==> src/rtl/bank_pkg.sv <==
package bank_pkg;
   localparam int unsigned NUM_BANKS = 5;
   localparam int unsigned ID_W      = 3;
   localparam int unsigned SPACE_W   = 2;

   typedef enum logic [SPACE_W-1:0] {
      SPC_CODE  = 2'd0,
      SPC_DATA  = 2'd1,
      SPC_STACK = 2'd2,
      SPC_EXTRA = 2'd3
   } space_e;

   typedef enum logic [ID_W-1:0] {
      BK_PROG  = 3'd0,
      BK_DATA  = 3'd1,
      BK_USTK  = 3'd2,
      BK_SSTK  = 3'd3,
      BK_EXTRA = 3'd4
   } bank_id_e;

   function automatic logic id_ok(input logic [ID_W-1:0] id);
      return id < ID_W'(NUM_BANKS);
   endfunction
endpackage

==> src/rtl/bank_regfile.sv <==
module bank_regfile
   import bank_pkg::*;
#(
   parameter int unsigned BANK_W = 8
) (
   input  logic                             clk,
   input  logic                             rst_n,
   input  logic [BANK_W-1:0]                rst_prog_bank,
   input  logic                             wr_en,
   input  logic [ID_W-1:0]                  wr_sel,
   input  logic [BANK_W-1:0]                wr_data,
   input  logic [ID_W-1:0]                  rd_sel,
   output logic [BANK_W-1:0]                rd_data,
   output logic [NUM_BANKS-1:0][BANK_W-1:0] banks
);
   if (BANK_W < 1) begin : g_bad_width
      $error("bank_regfile: BANK_W must be at least 1");
   end

   for (genvar i = 0; i < NUM_BANKS; i++) begin : g_reg
      localparam logic [ID_W-1:0] MY_ID = ID_W'(i);
      if (i == int'(BK_PROG)) begin : g_prog
         always_ff @(posedge clk) begin
            if (!rst_n)                        banks[i] <= rst_prog_bank;
            else if (wr_en && wr_sel == MY_ID) banks[i] <= wr_data;
         end
      end else begin : g_plain
         always_ff @(posedge clk) begin
            if (!rst_n)                        banks[i] <= '0;
            else if (wr_en && wr_sel == MY_ID) banks[i] <= wr_data;
         end
      end
   end

   always_comb begin
      rd_data = '0;
      for (int j = 0; j < NUM_BANKS; j++) begin
         if (rd_sel == ID_W'(j)) rd_data = banks[j];
      end
   end
endmodule

==> src/rtl/bank_prefix.sv <==
module bank_prefix
   import bank_pkg::*;
(
   input  logic            clk,
   input  logic            rst_n,
   input  logic            pfx_valid,
   input  logic [ID_W-1:0] pfx_sel,
   input  logic            insn_done,
   output logic            pend_valid,
   output logic [ID_W-1:0] pend_sel
);
   logic take;
   assign take = pfx_valid && id_ok(pfx_sel);

   always_ff @(posedge clk) begin
      if (!rst_n) begin
         pend_valid <= 1'b0;
         pend_sel   <= BK_DATA;
      end else if (take) begin
         pend_valid <= 1'b1;
         pend_sel   <= pfx_sel;
      end else if (insn_done) begin
         pend_valid <= 1'b0;
      end
   end
endmodule

==> src/rtl/bank_select.sv <==
module bank_select
   import bank_pkg::*;
#(
   parameter int unsigned BANK_W = 8,
   parameter int unsigned OFS_W  = 16,
   localparam int unsigned ADDR_W = BANK_W + OFS_W
) (
   input  logic [NUM_BANKS-1:0][BANK_W-1:0] banks,
   input  logic [SPACE_W-1:0]               acc_space,
   input  logic                             stk_sel,
   input  logic                             pend_valid,
   input  logic [ID_W-1:0]                  pend_sel,
   input  logic [OFS_W-1:0]                 acc_offset,
   output logic [ADDR_W-1:0]                phys_addr
);
   if (OFS_W < 1) begin : g_bad_ofs
      $error("bank_select: OFS_W must be at least 1");
   end

   logic [ID_W-1:0]   id;
   logic [BANK_W-1:0] bank;

   always_comb begin
      unique case (space_e'(acc_space))
         SPC_CODE:  id = BK_PROG;
         SPC_STACK: id = stk_sel ? BK_SSTK : BK_USTK;
         SPC_DATA:  id = pend_valid ? pend_sel : BK_DATA;
         SPC_EXTRA: id = pend_valid ? pend_sel : BK_EXTRA;
         default:   id = BK_PROG;
      endcase
   end

   always_comb begin
      bank = '0;
      for (int j = 0; j < NUM_BANKS; j++) begin
         if (id == ID_W'(j)) bank = banks[j];
      end
   end

   assign phys_addr = {bank, acc_offset};
endmodule

==> src/rtl/bank_addr_gen.sv <==
module bank_addr_gen
   import bank_pkg::*;
#(
   parameter int unsigned BANK_W = 8,
   parameter int unsigned OFS_W  = 16,
   localparam int unsigned ADDR_W = BANK_W + OFS_W
) (
   input  logic              clk,
   input  logic              rst_n,
   input  logic [BANK_W-1:0] rst_prog_bank,
   input  logic [1:0]        acc_space,
   input  logic [OFS_W-1:0]  acc_offset,
   input  logic              stk_sel,
   input  logic              wr_en,
   input  logic [2:0]        wr_sel,
   input  logic [BANK_W-1:0] wr_data,
   input  logic [2:0]        rd_sel,
   output logic [BANK_W-1:0] rd_data,
   input  logic              pfx_valid,
   input  logic [2:0]        pfx_sel,
   input  logic              insn_done,
   output logic [ADDR_W-1:0] phys_addr
);
   logic [NUM_BANKS-1:0][BANK_W-1:0] banks;
   logic                             pend_valid;
   logic [ID_W-1:0]                  pend_sel;

   bank_regfile #(.BANK_W(BANK_W)) u_regs (
      .clk(clk), .rst_n(rst_n), .rst_prog_bank(rst_prog_bank),
      .wr_en(wr_en), .wr_sel(wr_sel), .wr_data(wr_data),
      .rd_sel(rd_sel), .rd_data(rd_data), .banks(banks)
   );

   bank_prefix u_pfx (
      .clk(clk), .rst_n(rst_n), .pfx_valid(pfx_valid), .pfx_sel(pfx_sel),
      .insn_done(insn_done), .pend_valid(pend_valid), .pend_sel(pend_sel)
   );

   bank_select #(.BANK_W(BANK_W), .OFS_W(OFS_W)) u_sel (
      .banks(banks), .acc_space(acc_space), .stk_sel(stk_sel),
      .pend_valid(pend_valid), .pend_sel(pend_sel),
      .acc_offset(acc_offset), .phys_addr(phys_addr)
   );
endmodule

==> config.mk <==
export PLATFORM = sky130hd
export DESIGN_NAME = bank_addr_gen
export DESIGN_NICKNAME = d
export VERILOG_FILES = /design/src/rtl/bank_pkg.sv /design/src/rtl/bank_regfile.sv /design/src/rtl/bank_prefix.sv /design/src/rtl/bank_select.sv /design/src/rtl/bank_addr_gen.sv
export SDC_FILE = /design/constraint.sdc
export NUM_CORES = 1
export LEC_CHECK = 0
export BUFFER_PORTS_ARGS = -buffer_cell sky130_fd_sc_hd__buf_2
export CAP_MARGIN = 20
export CORE_ASPECT_RATIO = 0.5
export CORE_MARGIN = 2
export CORE_UTILIZATION = 45
export CTS_CLUSTER_DIAMETER = 150
export CTS_CLUSTER_SIZE = 20
export DETAILED_ROUTE_END_ITERATION = 6
export PLACE_DENSITY = 0.69
export SYNTH_ARGS = -nofsm -noshare
export SYNTH_HDL_FRONTEND = slang
export SYNTH_HIERARCHICAL = 1
export SYNTH_SLANG_ARGS = --single-unit
export TNS_END_PERCENT = 10
==> constraint.sdc <==
create_clock -name clk -period 1.5 [get_ports clk]
set_input_delay 0 -clock clk [delete_from_list [all_inputs] [get_ports clk]]
set_output_delay 0 -clock clk [all_outputs]
set_load 0.02 [all_outputs]
; ---- Yosys cells after proc, flatten, opt, wreduce, memory -nomap -nowiden
; Cells that the tools add are included.
[word_totals]
ff_bits = 44
out_inout_bits = 32
elab_cells = 53
in_bits = 49
[op_classes]
reduce_logical = 11
n_lt_le_gt_ge = 1
eq_ne = 16
mux = 18
[op_table]
columns = op, n
row1 = $mux 8, 12
row2 = $eq 3x2->1 const B, 6
row3 = $pmux 3 s4, 1
row4 = $eq 3x1->1 const B, 3
row5 = $eq 3x3->1 const B, 3
row6 = $logic_not 3->1, 3
row7 = $logic_and 1x1->1, 6
row8 = $mux 3, 2
row9 = $eq 2x2->1 const B, 2
row10 = $lt 3x3->1 const B, 1
row11 = $mux 1, 3
row12 = $eq 2x1->1 const B, 1
row13 = $logic_not 2->1, 1
row14 = $ne 2x1->1 const B, 1
row15 = $reduce_bool 2->1, 1

; ---- Logic depth before layout (Yosys ltp)
[logic_depth]
depth_word = 8
ltp_mapped = 6
depth_no_buf = 4

; ---- By module
; Netlist, hierarchy kept.
[by_module_without_submodules]
columns = mod, seq_area_each_um2, instances, area_per_inst_um2, cells_each
row1 = bank_regfile, 880.8, 1, 1899.3, 196
row2 = bank_select, 0.0, 1, 608.1, 84
row3 = bank_prefix, 80.1, 1, 162.7, 17

; ---- Worst setup path after synthesis
; OpenSTA, ideal clock, no wires.
[synth_path]
path_kind = register to output
startpoint = register u_pfx.pend_valid
endpoint = output port phys_addr[18]
stages_incl_launch_ff = 6
n_path_buf = 2
t_arrival_ns = 1.696
required_time_ns = 1.500
slack_ns = -0.196
path_cell_list = dfxtp_1 -> buf_6 -> nor4bb_4 -> o21a_1 -> buf_6 -> o41ai_1
[synth_between]
elab_chain_cells = 8
elab_cells_between_ends = 13
cone_classes = eq/ne (4) / mux (8) / reduce/logical (1)
[synth_lines]
columns = element, line
row1 = "start, declared", bank_prefix.sv:9  ; output logic pend_valid,
row2 = "start signal, assigned", bank_prefix.sv:17  ; pend_valid <= 1'b0;
row3 = "start signal, assigned", bank_prefix.sv:20  ; pend_valid <= 1'b1;
row4 = "start signal, assigned", bank_prefix.sv:23  ; pend_valid <= 1'b0;
row5 = $mux 3 (on tied branches), "bank_select.sv:28, bank_select.sv:27"
row6 = $pmux 3 s4 *, bank_select.sv:24  ; unique case (space_e'(acc_space))
row7 = $logic_not 3->1, bank_select.sv:36  ; if (id == ID_W'(j)) bank = banks[j];
row8 = $mux 8 (4 in series), bank_select.sv:36
row9 = $mux 8 *, bank_select.sv:36
row10 = "end, declared", bank_addr_gen.sv:22  ; output logic [ADDR_W-1:0] phys_addr
; Mark *: on every way between the ends. The rest lies on a longest branch, timed or not.

; ---- Worst setup path after layout
[layout_path]
startpoint = register u_pfx.pend_sel[2]
endpoint = output port phys_addr[22]
[layout_between]
elab_chain_cells = 8
elab_cells_between_ends = 13
cone_classes = eq/ne (4) / mux (8) / reduce/logical (1)
[layout_lines]
columns = element, line
row1 = "start, declared", bank_prefix.sv:10  ; output logic [ID_W-1:0] pend_sel
row2 = "start signal, assigned", bank_prefix.sv:21  ; pend_sel <= pfx_sel;
row3 = $mux 3 (on tied branches), "bank_select.sv:28, bank_select.sv:27"
row4 = $pmux 3 s4 *, bank_select.sv:24
row5 = $logic_not 3->1, bank_select.sv:36
row6 = $mux 8 (4 in series), bank_select.sv:36
row7 = $mux 8 *, bank_select.sv:36
; Marks and branches as above.

==> metrics.csv <==
stage,metric,value,unit
global_routing,grt_usage,0.228,
cells_and_area,seqCellArea,973,um^2
cells_and_area,multiInputGateArea,1480,um^2
setup_path,end_kind,output pin,
cts,clkSinkCount,44,
floorplan,start_util,0.476,
setup_path,crit_type,flop to output pin,
logic_synthesis,synth-seq-area-share,0.360,
placement,io_buffer_count,48,
sta,tightest_slew,0.572,ns
sta,slew_viol_final,0,
routing,ant_nets,0,
cts,clockBufferDepth,2,
cts,cts_tree,yes,
setup_path,critPathRequiredTime,1.50,ns
sta,fmax,0.566,GHz
cells_and_area,design_area,3130,um^2
sta,timing.hold.ws,0.00000886,ns
routing,dr.pass1.iters,7,
sta,fin_crit_sh,1.18,
outcome,status,finished with violations,
power,pwr-share-seq,0.437,
cells_and_area,mostFrequentLayoutCell,buf_2,
power,ir_drop,0.404,mV
floorplan,ioPinCount,81,
sta,grt_setup_unrepaired,yes,
setup_path,path_buf_inv,2,
placement,dpl_cell_area,2850,um^2
global_routing,grt_pass1_wl,11600,um
setup_path,critical_path.top_delay_family,compound AO/OA/AOI/OAI gates,
placement,place_ws,-0.154,ns
routing,drt_iter0_markers,224,
cells_and_area,drive_gt1_frac,0.278,
cells_and_area,antennaDiodeCount,0,
cts,post_cts_buffers,0,
cts,clk-insertion-delay-late,0.28,ns
sta,fin_crit,1.77,ns
global_routing,grt_pass1_vias,2397,
global_routing,antenna_found_initial,0,
power,internal_power,2200,uW
floorplan,rows,19,
logic_synthesis,ys_ff_latch,44,
logic_synthesis,ys_types,45,
logic_synthesis,syn-num-nets,346,
routing,via_per_inst,6.10,
logic_synthesis,ys.flop_type,dfxtp_1,
sta,finalWorstSetupSlack,-0.265,ns
sta,setup_violations,8,
logic_synthesis,syn_area,2670,um^2
cts,cts_made_buffers,5,
power,switching_power,782,uW
logic_synthesis,syn-mean-instance-area,8.99,um^2
routing,wire_per_inst,18.2,um
floorplan,core-area,5610,um^2
worst_hold_path,hp-class,input pin to output pin,
cts,cts-htree-levels,2,
setup_path,start_kind,flop,
logic_synthesis,ys_warn_count,6,
setup_path,crit_fanout,5,
routing,vias,2482,
sta,slew_headroom,0.619,
job,max-cap-violations,0,
sta,skew,0,ns
cells_and_area,fin_nets,382,
placement,gp_congestion,0.947,
setup_path,arrival,1.77,ns
cells_and_area,most-common-layout-cells,"46 x buf_2, 38 x o21ai_1, 32 x dfxtp_1",
floorplan,die_w,113,um
logic_synthesis,synthCells,297,
global_routing,grt_overflow,0,
sta,hold_viol,0,
power,p_comb_frac,0.179,
power,power,2980,uW
floorplan,chipHeight,58.5,um
global_routing,grt_start_max_net_pins,39,
power,switching_share,0.262,
routing,wl,7390,um
logic_synthesis,synthArstFlopShare,0,
cells_and_area,final_util,0.558,
power,pwr-share-clk,0.385,
setup_path,slowest_delay,0.36,ns
cells_and_area,num-fill-cells,520,
cts,clkTransAtPathRegs,0.06,ns
outcome,violations,"design-rule violations, negative setup slack",
setup_path,cp_cell_sequence,buf_6 -> nor4bb_4 -> o21ai_1 -> a211o_1 -> a21oi_2 -> buf_4,
floorplan,dieArea,6600,um^2
setup_path,cp_slowest_cell,dfxtp_4,
placement,dp_hpwl,5290,um
logic_synthesis,synth-edff-count,8,
cells_and_area,area.growth.synth_to_final,17.3,%
power,leakagePower,0.00123,uW
power,power.density,952,nW/um^2
routing,post-route-drc-count,7,
cts,clockRootBuffer,clkbuf_16,
==> layout make-up <==
| type | count | share of cell area |
|---|---|---|
| multi-input cells | 207 | 0.472 |
| flip-flops and latches | 44 | 0.311 |
| repair buffers | 67 | 0.127 |
| clock buffers | 7 | 0.0491 |
| well taps | 73 | 0.0292 |
| inverters | 8 | 0.00959 |
| clock inverters | 1 | 0.00160 |
==> cells in the mapped netlist (8+ instances only) <==
| library cell | instances | share of area |
|---|---|---|
| dfxtp_1 | 36 | 0.27 |
| o21ai_1 | 36 | 0.067 |
| nand3_1 | 24 | 0.045 |
| buf_4 | 18 | 0.051 |
| mux2i_1 | 17 | 0.064 |
| nand2_1 | 13 | 0.018 |
| nor2b_1 | 13 | 0.030 |
| o21ai_0 | 13 | 0.024 |
| a22oi_1 | 10 | 0.028 |
| edfxtp_1 | 8 | 0.090 |
| inv_1 | 8 | 0.011 |
==> path summary, 6_finish.rpt <==
check | from | end | slack [ns] | cells past startpoint
hold / removal | acc_offset[3] | phys_addr[3] | 0.000009 | 0
setup / recovery | u_pfx/pend_sel[2]$_SDFFE_PN0P_ | phys_addr[22] | -0.27 | 6
setup reg to reg | u_pfx/pend_valid$_SDFFE_PN0P_ | u_pfx/pend_valid$_SDFFE_PN0P_ | 0.64 | 2
hold reg to reg | u_regs/banks[29]$_SDFFE_PN0P_ | u_regs/banks[29]$_SDFFE_PN0P_ | 0.48 | 2
==> sequential cells by signal, summed over array words and instances, names as in the netlist <==
signal	cells
u_pfx/pend_valid	1
u_regs/banks	40
u_pfx/pend_sel	3
==> metrics by stage <==
stage          cells  TNS (ns)
2_1_floorplan    297    -0.588
3_3_place_gp     396    -0.547
3_5_place_dp     396     -1.02
4_1_cts          407     -1.70
5_1_grt          407     -2.43
6_report         407     -1.82
==> power by group through the flow <==
stage / Sequential, uW / Clock, uW / Combinational, uW
floorplan: 1310 / 0 / 395
global placement: 1320 / 0 / 473
detailed placement: 1320 / 0 / 484
CTS: 1300 / 1170 / 517
global route: 1310 / 1220 / 571
finish: 1300 / 1150 / 533
==> metal layers <==
layer  GRT usage  vias up  share of wire
met5           0        -              0
met1       0.272     1145           0.42
met2       0.396      129           0.47
met3      0.0505       29          0.086
met4       0.120        0          0.028
li1            -     1179              -
==> logic make-up (layout without fill, tap and decap cells) <==
logic type      Yosys count  count (layout)  share of synthesized area
buf+inv                  46              83                      0.114
mux                      24              24                     0.0932
simple gates             78              78                      0.184
compound gates          105             105                      0.249
flops                    44              44                      0.360
==> repair_timing <==
action	4_1_cts	5_1_grt
endpoints found under the setup margin	8	8
pin swaps	6	4
hold endpoints to repair	3	0
resized for setup	22	5
gates cloned	0	0
hold buffers	3	0
Note: power is estimated with default switching activity, not from simulation.
